===== config.mk =====
export PLATFORM = sky130hd
export DESIGN_NAME = sspi_status_unit
export DESIGN_NICKNAME = d
export VERILOG_FILES = /design/src/rtl/sspi_status_pkg.sv /design/src/rtl/sspi_flag_cell.sv /design/src/rtl/sspi_err_enable.sv /design/src/rtl/sspi_irq_gen.sv /design/src/rtl/sspi_status_unit.sv
export SDC_FILE = /design/constraint.sdc
export NUM_CORES = 1
export LEC_CHECK = 0
export ABC_AREA = 0
export BUFFER_PORTS_ARGS = -buffer_cell sky130_fd_sc_hd__buf_4
export CAP_MARGIN = 20
export CELL_PAD_IN_SITES_DETAIL_PLACEMENT = 1
export CELL_PAD_IN_SITES_GLOBAL_PLACEMENT = 2
export CORE_MARGIN = 5
export CORE_UTILIZATION = 18
export CTS_CLUSTER_SIZE = 28
export DETAILED_ROUTE_END_ITERATION = 10
export GPL_TIMING_DRIVEN = 0
export HOLD_SLACK_MARGIN = 0.05
export PLACE_DENSITY = 0.82
export SLEW_MARGIN = 20
export SYNTH_ARGS = -nofsm -noshare
export SYNTH_HDL_FRONTEND = slang
export SYNTH_SLANG_ARGS = --single-unit
export TNS_END_PERCENT = 5

===== constraint.sdc =====
create_clock -name clk -period 2.5 [get_ports clk]
set_input_delay 0.375 -clock clk [delete_from_list [all_inputs] [get_ports clk]]
set_output_delay 0.375 -clock clk [all_outputs]
set_load 0.02 [all_outputs]

===== src/rtl/sspi_status_pkg.sv =====
package sspi_status_pkg;
  localparam int NUM_ERR = 6;
  localparam int NUM_EN  = 5;
  localparam int EN_LO   = 8;
  localparam int EN_HI   = EN_LO + NUM_EN - 1;

  // state word positions
  localparam int STS_RUN  = 0;
  localparam int STS_MSEL = 1;
  localparam int STS_BUSY = 13;

  // strobe positions for run and master-select
  localparam int CLR_RUN  = 0;
  localparam int SET_RUN  = 1;
  localparam int CLR_MSEL = 2;
  localparam int SET_MSEL = 3;

  // per fault class: 0 mode, 1 tx ovf, 2 rx ovf, 3 abort, 4 tx und, 5 rx und
  localparam int ERR_STS_BIT [NUM_ERR] = '{7, 8, 9, 10, 11, 12};
  localparam int ERR_CLR_BIT [NUM_ERR] = '{6, 8, 9, 10, 11, 4};
  localparam int ERR_SET_BIT [NUM_ERR] = '{7, 12, 13, 14, 15, 5};
  localparam bit ERR_HAS_EN  [NUM_ERR] = '{1'b0, 1'b1, 1'b1, 1'b1, 1'b1, 1'b1};
  localparam int ERR_EN_BIT  [NUM_ERR] = '{8, 8, 9, 10, 11, 12};
endpackage


===== src/rtl/sspi_flag_cell.sv =====
module sspi_flag_cell (
  input  logic clk,
  input  logic rst,
  input  logic set_i,
  input  logic clr_i,
  input  logic hw_i,
  output logic q_o,
  output logic d_o
);
  always_comb begin
    if (hw_i)                d_o = 1'b1;
    else if (set_i && !clr_i) d_o = 1'b1;
    else if (clr_i && !set_i) d_o = 1'b0;
    else                      d_o = q_o;
  end

  always_ff @(posedge clk) begin
    if (rst) q_o <= 1'b0;
    else     q_o <= d_o;
  end

  assert_pair_hold_R3: assert property (@(posedge clk) disable iff (rst)
    (set_i && clr_i && !hw_i) |=> (q_o == $past(q_o)));
  assert_sticky_R6: assert property (@(posedge clk) disable iff (rst)
    (q_o && !clr_i) |=> q_o);
  assert_pulse_wins_R7: assert property (@(posedge clk) disable iff (rst)
    hw_i |=> q_o);
endmodule


===== src/rtl/sspi_err_enable.sv =====
module sspi_err_enable
  import sspi_status_pkg::*;
#(
  parameter int CTRL_W = 32
) (
  input  logic              clk,
  input  logic              rst,
  input  logic              ctrl_we,
  input  logic [CTRL_W-1:0] ctrl_wdata,
  output logic [NUM_EN-1:0] en_q,
  output logic [NUM_EN-1:0] en_d,
  output logic [CTRL_W-1:0] ctrl_word
);
  logic unused_ctrl_bits;
  assign unused_ctrl_bits = ^{ctrl_wdata[CTRL_W-1:EN_HI+1], ctrl_wdata[EN_LO-1:0]};

  assign en_d = ctrl_we ? ctrl_wdata[EN_HI:EN_LO] : en_q;

  always_ff @(posedge clk) begin
    if (rst) en_q <= '0;
    else     en_q <= en_d;
  end

  always_comb begin
    ctrl_word = '0;
    ctrl_word[EN_HI:EN_LO] = en_q;
  end

  assert_ctrl_store_R10: assert property (@(posedge clk) disable iff (rst)
    ctrl_we |=> (ctrl_word[EN_HI:EN_LO] == $past(ctrl_wdata[EN_HI:EN_LO])));
  assert_ctrl_keep_R10: assert property (@(posedge clk) disable iff (rst)
    !ctrl_we |=> $stable(ctrl_word));
endmodule


===== src/rtl/sspi_irq_gen.sv =====
module sspi_irq_gen
  import sspi_status_pkg::*;
(
  input  logic               clk,
  input  logic               rst,
  input  logic [NUM_ERR-1:0] flag_d,
  input  logic [NUM_ERR-1:0] count_d,
  output logic               irq_q
);
  always_ff @(posedge clk) begin
    if (rst) irq_q <= 1'b0;
    else     irq_q <= |(flag_d & count_d);
  end
endmodule


===== src/rtl/sspi_status_unit.sv =====
module sspi_status_unit
  import sspi_status_pkg::*;
#(
  parameter int MOD_W  = 16,
  parameter int CTRL_W = 32,
  parameter int STS_W  = 32
) (
  input  logic               clk,
  input  logic               rst,
  input  logic               mod_we,
  input  logic [MOD_W-1:0]   mod_wdata,
  input  logic               ctrl_we,
  input  logic [CTRL_W-1:0]  ctrl_wdata,
  input  logic [NUM_ERR-1:0] err_pulse,
  input  logic               busy_in,
  output logic [STS_W-1:0]   status_word,
  output logic [CTRL_W-1:0]  ctrl_word,
  output logic               err_irq
);
  logic [MOD_W-1:0]   stb;
  logic [NUM_EN-1:0]  en_q, en_d;
  logic [NUM_ERR-1:0] gate_q, gate_d;
  logic [NUM_ERR-1:0] fl_q, fl_d;
  logic               run_q, run_d, msel_q, msel_d;
  logic               busy_q;

  assign stb = mod_we ? mod_wdata : '0;

  sspi_err_enable #(.CTRL_W(CTRL_W)) u_en (
    .clk(clk), .rst(rst), .ctrl_we(ctrl_we), .ctrl_wdata(ctrl_wdata),
    .en_q(en_q), .en_d(en_d), .ctrl_word(ctrl_word)
  );

  sspi_flag_cell u_run (
    .clk(clk), .rst(rst), .set_i(stb[SET_RUN]), .clr_i(stb[CLR_RUN]),
    .hw_i(1'b0), .q_o(run_q), .d_o(run_d)
  );

  sspi_flag_cell u_msel (
    .clk(clk), .rst(rst), .set_i(stb[SET_MSEL]), .clr_i(stb[CLR_MSEL]),
    .hw_i(1'b0), .q_o(msel_q), .d_o(msel_d)
  );

  for (genvar k = 0; k < NUM_ERR; k++) begin : g_err
    if (ERR_HAS_EN[k]) begin : g_gated
      assign gate_q[k] = en_q[ERR_EN_BIT[k]-EN_LO];
      assign gate_d[k] = en_d[ERR_EN_BIT[k]-EN_LO];
    end else begin : g_always
      assign gate_q[k] = 1'b1;
      assign gate_d[k] = 1'b1;
    end

    sspi_flag_cell u_cell (
      .clk(clk), .rst(rst),
      .set_i(stb[ERR_SET_BIT[k]]), .clr_i(stb[ERR_CLR_BIT[k]]),
      .hw_i(err_pulse[k] & gate_q[k]),
      .q_o(fl_q[k]), .d_o(fl_d[k])
    );

    assert_masked_pulse_R5: assert property (@(posedge clk) disable iff (rst)
      (!mod_we && !gate_q[k]) |=> (status_word[ERR_STS_BIT[k]] == $past(status_word[ERR_STS_BIT[k]])));
    assert_idle_strobe_R4: assert property (@(posedge clk) disable iff (rst)
      (!mod_we && !err_pulse[k]) |=> $stable(status_word[ERR_STS_BIT[k]]));
  end

  sspi_irq_gen u_irq (
    .clk(clk), .rst(rst), .flag_d(fl_d), .count_d(gate_d), .irq_q(err_irq)
  );

  always_ff @(posedge clk) begin
    if (rst) busy_q <= 1'b0;
    else     busy_q <= busy_in;
  end

  always_comb begin
    status_word = '0;
    status_word[STS_RUN]  = run_q;
    status_word[STS_MSEL] = msel_q;
    status_word[STS_BUSY] = busy_q;
    for (int k = 0; k < NUM_ERR; k++) status_word[ERR_STS_BIT[k]] = fl_q[k];
  end

  assert_irq_source_R8: assert property (@(posedge clk) disable iff (rst)
    err_irq |-> (status_word[12:7] != 6'd0));
  assert_busy_follow_R9: assert property (@(posedge clk) disable iff (rst)
    !$past(rst) |-> (status_word[STS_BUSY] == $past(busy_in)));
  assert_run_idle_R4: assert property (@(posedge clk) disable iff (rst)
    !mod_we |=> $stable(status_word[1:0]));
endmodule


==> summary.md, run 1 <==
| Metric | Value |
|---|---|
| Slew HR | 0.648 |
| Met3 wire length | about 300 um |
| Top Layer Used | met3 |
| Die width | just over 90 um |
| Crit path max-delay cell type | dfxtp_1 |
| CP Depth | 2 |
| Total GRT Usage | 0.0796 |
| CP startpoint kind | flip-flop |
| Critical Path Sink Type | output port |
| Drt pass-1 iters | 2 |
| Synth-to-Final Area Change | 55.8% |
| TritonCTS Sinks | 15 |
| Initial antenna violation count | 0 |
| Die height | 91.3 um |
| Number of synthesized flops with an enable pin | 0 |
| Worst-margin pin slew | 0.528 ns |
| Vias in the first global route | ~1.2k |
| H-Tree Depth | 1 |
| Hold Crit Class | primary input to flip-flop |
| Post-CTS setup buffer count | 0 |
| Crit-path max cell delay | 0.37 ns |
| WL/cell | between 10 and 15 um |
| Final hold vios | 0 |
| Vias/cell | 3.27 |
| Non-Filler Instances | 316 |
| Core Util, Final | 0.290 |
| Outcome | finished clean |
| I/O pin count | 124 |
| Distinct cells, synth | 25 |
| Die Area | 8330 um^2 |
| Number of CTS-inserted buffers | 3 |
| DRC viols | 0 |
| Final TNS setup | 0 ns |
| Avg Cell Area, Syn | 8.43 um^2 |
| Max Fclk | 0.811 GHz |
| Gr ovfl total | 0 |
| Top delay family on crit path | flip-flops |
| TritonCTS clock tree | yes |
| Fillers | 779 |
| CP Class | flip-flop to output port |
| Post-Route M1 WL | between 1000 and 1500 um |
| Worst-path clk slew | 0.07 ns |
| Reg2Reg Setup Slack | between 1 and 1.5 ns |
| Worst path most repeated cell | buf_4 |
| Post-cts sizing count | 0 |
| Largest net degree at the start of global routing | 11 |
| FFs w/ async S/R, synth | 0 |
| Via count | 1034 |
| Metal2 WL | 1720 um |
| Routability-driven placement congestion ratio | 0.640 |
| Starting DRT DRC Count | 16 |
| Fin. max-slew vios | 0 |
| Setup violators final | 0 |
| Syn Std Cell Area | approximately 1200 um^2 |
| Number of port buffers | 45 |
| Area of the multi-input gates | 592 um^2 |
| Crit Path Max Fanout | 3 |
| RSZ-0062 raised after global routing | false |
| Leak pwr | 1.04 nW |
| Final nets | 301 |
| Required time of the critical path | around 2.1 ns |
| HPWL after DPL | 2960 um |
| Part of the cycle the worst path needs | 0.493 |
| Cell row count | 29 |
| Worst Path Arrival | 0.86 ns |
| Yosys warning total | 0 |
| Power Density | ~410 nW/um^2 |
| ANT nets after route | 0 |
| Peak supply drop | 0.143 mV |
| Worst path bufs/invs | 2 |
| # placed instances | 312 |
| Ant diodes | 0 |
| Primary FF master, synth | dfxtp_1 |
| Hold Buf Count CTS | 0 |
| Root buffer cell | clkbuf_8 |
| Clock Skews | 0.00284 ns |
| Worst-Skew Late Latency | 0.25 ns |
| FF-to-FF path depth | 4 |
| Register bit total from synthesis | 15 |
| Layout cells sized above 1 | 0.494 |
| Core Area | 6390 um^2 |
| Drt total wl | 3330 um |
| Global-route wire length before repair | 5510 um |
| Cell count after synthesis | around 140 |
| Worst Hold Depth | 2 |
| Max clock buf depth | 2 |
| Initial Util | 0.186 |
| Minimum clock period | 1.23 ns |
| CP cell instances | buf_4, buf_4 |
| Register area share after synthesis | 0.253 |
| Max-cap violations | 0 |
| Storage cell area | roughly 300 um^2 |
[worst paths after layout]
kind | startpoint | end
worst max register to register | g_err[1].u_cell.q_o$_SDFF_PP0_ | u_irq.irq_q$_SDFF_PP0_
worst min register to register | u_msel.q_o$_SDFFE_PP0P_ | u_msel.q_o$_SDFFE_PP0P_
worst max-delay path | g_err[0].u_cell.q_o$_SDFF_PP0_ | status_word[7]
worst min-delay path | rst | busy_q$_SDFF_PP0_
[cells in the mapped netlist (3+ instances only)]
library cell  instances  share of area
buf_4                59           0.37
a21oi_2               3          0.022
o21bai_1              3          0.019
o21ai_1               5          0.021
inv_1                 3         0.0095
nor2b_1               8          0.042
dfxtp_1              15           0.25
nor2_1                8          0.025
mux2_2                3          0.028
a21oi_1               6          0.025
and2_1                4          0.021
nand2_1               5          0.016
mux2i_1               4          0.034
[cell type report]
class | count | area share
multi-input combinational | 110 | 0.320
buffer | 62 | 0.253
timing repair buffer | 45 | 0.182
sequential | 15 | 0.162
tap | 77 | 0.0520
clock buffer | 4 | 0.0243
inverter | 3 | 0.00608
[placed cells by master, fill, tap and decap left out]
master / synthesis / final
nand2b_1: 2 / 2
a22oi_2: 1 / 1
a41oi_2: 1 / 1
nor2b_1: 8 / 8
mux2i_1: 4 / 4
a21oi_1: 6 / 6
buf_4: 59 / 104
nand2_1: 5 / 5
and2_1: 4 / 4
a21boi_0: 1 / 1
clkbuf_1: 1 / 2
mux2_2: 3 / 3
dfxtp_1: 15 / 15
nand2_2: 1 / 1
a22oi_1: 1 / 1
o21ai_1: 5 / 5
inv_1: 3 / 3
a21boi_1: 1 / 1
conb_1: 1 / 50
o21bai_1: 3 / 3
a21oi_2: 3 / 3
buf_6: 2 / 2
ha_1: 2 / 2
nor2_1: 8 / 8
o211ai_1: 1 / 1
clkbuf_8: 0 / 3
[logic make-up after synthesis]
kind of cell,Yosys count,synth area share
mux,7,0.0621
compound gates,23,0.137
simple gates,28,0.120
flops,15,0.253
buf+inv,65,0.404
fa+ha+maj,2,0.0210
other cells,1,0.00315
[layer usage]
layer / vias to the layer above / GRT usage
li1: 541 / -
met1: 443 / 0.0873
met3: 0 / 0.0347
met5: - / 0
met4: 0 / 0.0110
met2: 50 / 0.145
[state kept, by name, indices dropped and copies added, names as in the netlist]
register,flops
u_run.q_o,1
u_en.en_q,5
u_msel.q_o,1
busy_q,1
u_irq.irq_q,1
g_err.u_cell.q_o,6
[stage by stage]
stage	total power [mW]	hold WS, ns	worst slack, ns	area (um^2)
3_3_place_gp	0.562	0.480	1.06	1810
6_report	0.762	0.339	1.27	1850
3_5_place_dp	0.566	0.492	1.05	1810
5_1_grt	0.812	0.338	1.21	1850
4_1_cts	0.772	0.337	1.25	1850
2_1_floorplan	0.485	0.447	1.27	1370
[power by group]
group,internal [mW],leakage (nW),total (mW),switching (mW)
clock network,0.113,0.0228,0.201,0.0880
registers,0.255,0.124,0.265,0.0101
logic,0.145,0.891,0.297,0.152
total,0.513,1.04,0.762,0.250
(Power assumes the default switching activity.)
==> run 2: changes to the inputs <==
ABC_AREA = 1   (was 0)
CORE_UTILIZATION = 16   (was 18)
PLACE_DENSITY = 0.77   (was 0.82)
clock period = 1.3 ns   (was 2.5 ns; I/O delays follow)
==> run 2 against run 1 <==
Compared with the run above: non-clock buffer count did not move; clock power up 93%; sequential power increased by 94%; die area increased by 15%; cell area is 3.9% higher; final cell count up 20%; largest power group unchanged; largest cell class unchanged.
==> summary.md, run 2 <==
| Metric | Value |
|---|---|
| Crit-path max cell delay | 0.33 ns |
| Hold_sp | busy_in |
| Setup violators final | 0 |
| Layout cells sized above 1 | 0.412 |
| Register bit total from synthesis | 15 |
| Hold Crit Class | primary input to flip-flop |
| Worst Path Arrival | 1.17 ns |
| P_int | 0.991 mW |
| Drt total wl | 3490 um |
| Final nets | 339 |
| CP Class | flip-flop to flip-flop |
| TritonCTS Sinks | 15 |
| Initial antenna violation count | 0 |
| Final hold vios | 0 |
| Vias in the first global route | 1185 |
| Clock Skews | 0.00758 ns |
| HPWL after DPL | 3050 um |
| Number of CTS-inserted buffers | 3 |
| Power Density | 779 nW/um^2 |
| Flop pwr share | 0.343 |
| Slew HR | 0.661 |
| CP startpoint kind | flip-flop |
| Most frequent cells in the layout | buf_4 (104), conb_1 (50), nand2_1 (35) |
| Required time of the critical path | roughly 1.4 ns |
| Drt pass-1 iters | 4 |
| Crit Path Max Fanout | 3 |
| I/O pin count | approximately 120 |
| Regs by FF count | g_err.u_cell.q_o: 6 flops, u_en.en_q: 5 flops |
| Worst Hold Depth | 3 |
| Die height | 97.7 um |
| FF-to-FF path depth | 8 |
| Die width | 97.7 um |
| Core Util, Final | 0.253 |
| Minimum clock period | 1.05 ns |
| Outcome | finished clean |
| Max clock buf depth | 2 |
| Fin. max-slew vios | 0 |
| GR Util met3 | 0.0337 |
| TritonCTS clock tree | yes |
| Number of port buffers | 45 |
| Most common cell after layout, fill and taps aside | buf_4 |
| RSZ-0062 raised after global routing | false |
| Core Area | ~7600 um^2 |
| Crit path max-delay cell type | dfxtp_1 |
| Post-CTS setup buffer count | 0 |
| Top post-synthesis cells by area | buf_4 (36%), dfxtp_1 (24%), nand2_1 (11%) |
| FFs w/ async S/R, synth | 0 |
| Final TNS setup | 0 ns |
| Via count | 1148 |
| Worst path bufs/invs | 1 |
| Peak supply drop | 0.285 mV |
| Hold Buf Count CTS | 0 |
| Clock group share of total power | 0.258 |
| Biggest register | g_err.u_cell.q_o |
| Leak pwr | about 1.2 nW |
| Vias/cell | 3.03 |
| GR met2 Demand/Resource | 0.116 |
| Ant diodes | 0 |
| Total GRT Usage | 0.0735 |
| Starting DRT DRC Count | 16 |
| Die Area | 9540 um^2 |
| Net Switching | approximately 0.5 mW |
| Yosys top cell area share | 0.360 |
| Gr ovfl total | 0 |
| Avg Cell Area, Syn | 6.87 um^2 |
| WL/cell | 9.20 um |
| Critical Path Start | u_en.en_q[2]$_SDFF_PP0_ |
| Post-synth top cells | buf_4 (59), nand2_1 (35), inv_1 (20), nor2_1 (20), dfxtp_1 (15) |
| DRC viols | 0 |
| CP cell instances | nand2_1, inv_1, nor2_1, nand2_1, nand2_1, nand3_1, nor2_1, nor2_1 |
| Worst-path clk slew | 0.07 ns |
| Top-count cell post-synth | buf_4 |
| Root buffer cell | clkbuf_8 |
| Primary FF master, synth | dfxtp_1 |
| ANT nets after route | 0 |
| Cell count after synthesis | 179 |
| Met1 global-route usage | 0.0913 |
| Logic pwr share | 0.399 |
| Switching share of total power | 0.338 |
| Max Fclk | 0.954 GHz |
| Largest area contributor in the netlist | buf_4 |
| Cell row count | 32 |
| Max reg flops | 6 |
| Top delay family on crit path | simple AND/OR/NAND/NOR gates |
| Syn Std Cell Area | 1230 um^2 |
| Register area share after synthesis | 0.244 |
| Hold Path End | busy_q$_SDFF_PP0_ |
| GRT busiest layer | met2 |
| Initial Util | 0.162 |
| Reg2Reg Setup Slack | 0.25 ns |
| Worst-Skew Late Latency | 0.25 ns |
| Max-cap violations | 0 |
| Distinct cells, synth | 20 |
| RR Startpoint | u_en.en_q[2]$_SDFF_PP0_ |
| Post-cts sizing count | 0 |
| Yosys warning total | 0 |
| Part of the cycle the worst path needs | 0.807 |
| Synth-to-Final Area Change | 56.5% |
| Global-route wire length before repair | 5620 um |
| Number of synthesized flops with an enable pin | 0 |
| Routability-driven placement congestion ratio | roughly 0.7 |
| Worst-margin pin slew | 0.509 ns |
| H-Tree Depth | 1 |
| Reg-to-reg critical path endpoint | u_irq.irq_q$_SDFF_PP0_ |
| Largest net degree at the start of global routing | 11 |
| Critical Path Sink Type | flip-flop |
run 2: cell count changes after synthesis, sizes merged, moves of 4 or more:
cell	delta
and2	-4
inv	+17
nand2	+31
o21a	+5
nor2	+13
nor2b	-8
run 2: stage by stage:
step	total power [mW]	std cells	area, um^2	hold WS, ns	worst slack (ns)
floorplan	0.954	228	1410	0.264	0.281
global placement	1.12	375	1880	0.404	0.0796
detailed placement	1.12	375	1880	0.407	0.0573
CTS	1.53	379	1920	0.144	0.220
global route	1.61	379	1920	0.166	0.136
finish	1.50	379	1920	0.153	0.251
run 2: layer usage:
layer / routed length (um) / share of wire
met3: 281 / 0.081
met4: 19 / 0.0055
met2: 1590 / 0.46
met1: 1590 / 0.46
met5: 0 / 0
run 2: how the worst max path moves through the flow:
stage                                         end  slack, ns  depth (start not counted)
after detailed placement   u_run.q_o$_SDFFE_PP0P_       0.06                          7
after floorplan            u_irq.irq_q$_SDFF_PP0_       0.28                          8
after CTS                  u_irq.irq_q$_SDFF_PP0_       0.22                          8
final                      u_irq.irq_q$_SDFF_PP0_       0.25                          8
after global placement    u_msel.q_o$_SDFFE_PP0P_       0.08                          7
after global routing       u_irq.irq_q$_SDFF_PP0_       0.14                          8
run 2: worst register-to-register path: cells and delay by family, from the launching register on:
family	cells	cell delay, ns
buffers and inverters	1	0.03
DFF	1	0.33
and+or+nand+nor	7	0.55
run 2: cell type report:
type | count | area, um^2
Fill cell | 989 | 5680
Multi-Input combinational cell | 131 | 576
Buffer | 62 | 463
Timing Repair Buffer | 45 | 338
Sequential cell | 15 | 300
Tap cell | 102 | 128
Inverter | 20 | 75.1
Clock buffer | 4 | 45.0
run 2: power by group through the flow:
stage | sequential, mW | combinational [mW] | clock [mW]
finish | 0.514 | 0.598 | 0.387
detailed placement | 0.525 | 0.598 | 0
global route | 0.518 | 0.660 | 0.434
global placement | 0.523 | 0.593 | 0
floorplan | 0.536 | 0.418 | 0
CTS | 0.515 | 0.599 | 0.418
run 2: logic make-up (layout without fill, tap and decap cells):
logic type,count (synthesis),in the layout,synth area share
other,1,50,0.00305
muxes,2,2,0.0163
adders and majority gates,2,2,0.0203
AOI/OAI and AO/OA,17,17,0.0875
DFF,15,15,0.244
and+or+nand+nor,60,60,0.191
buffers and inverters,82,131,0.437
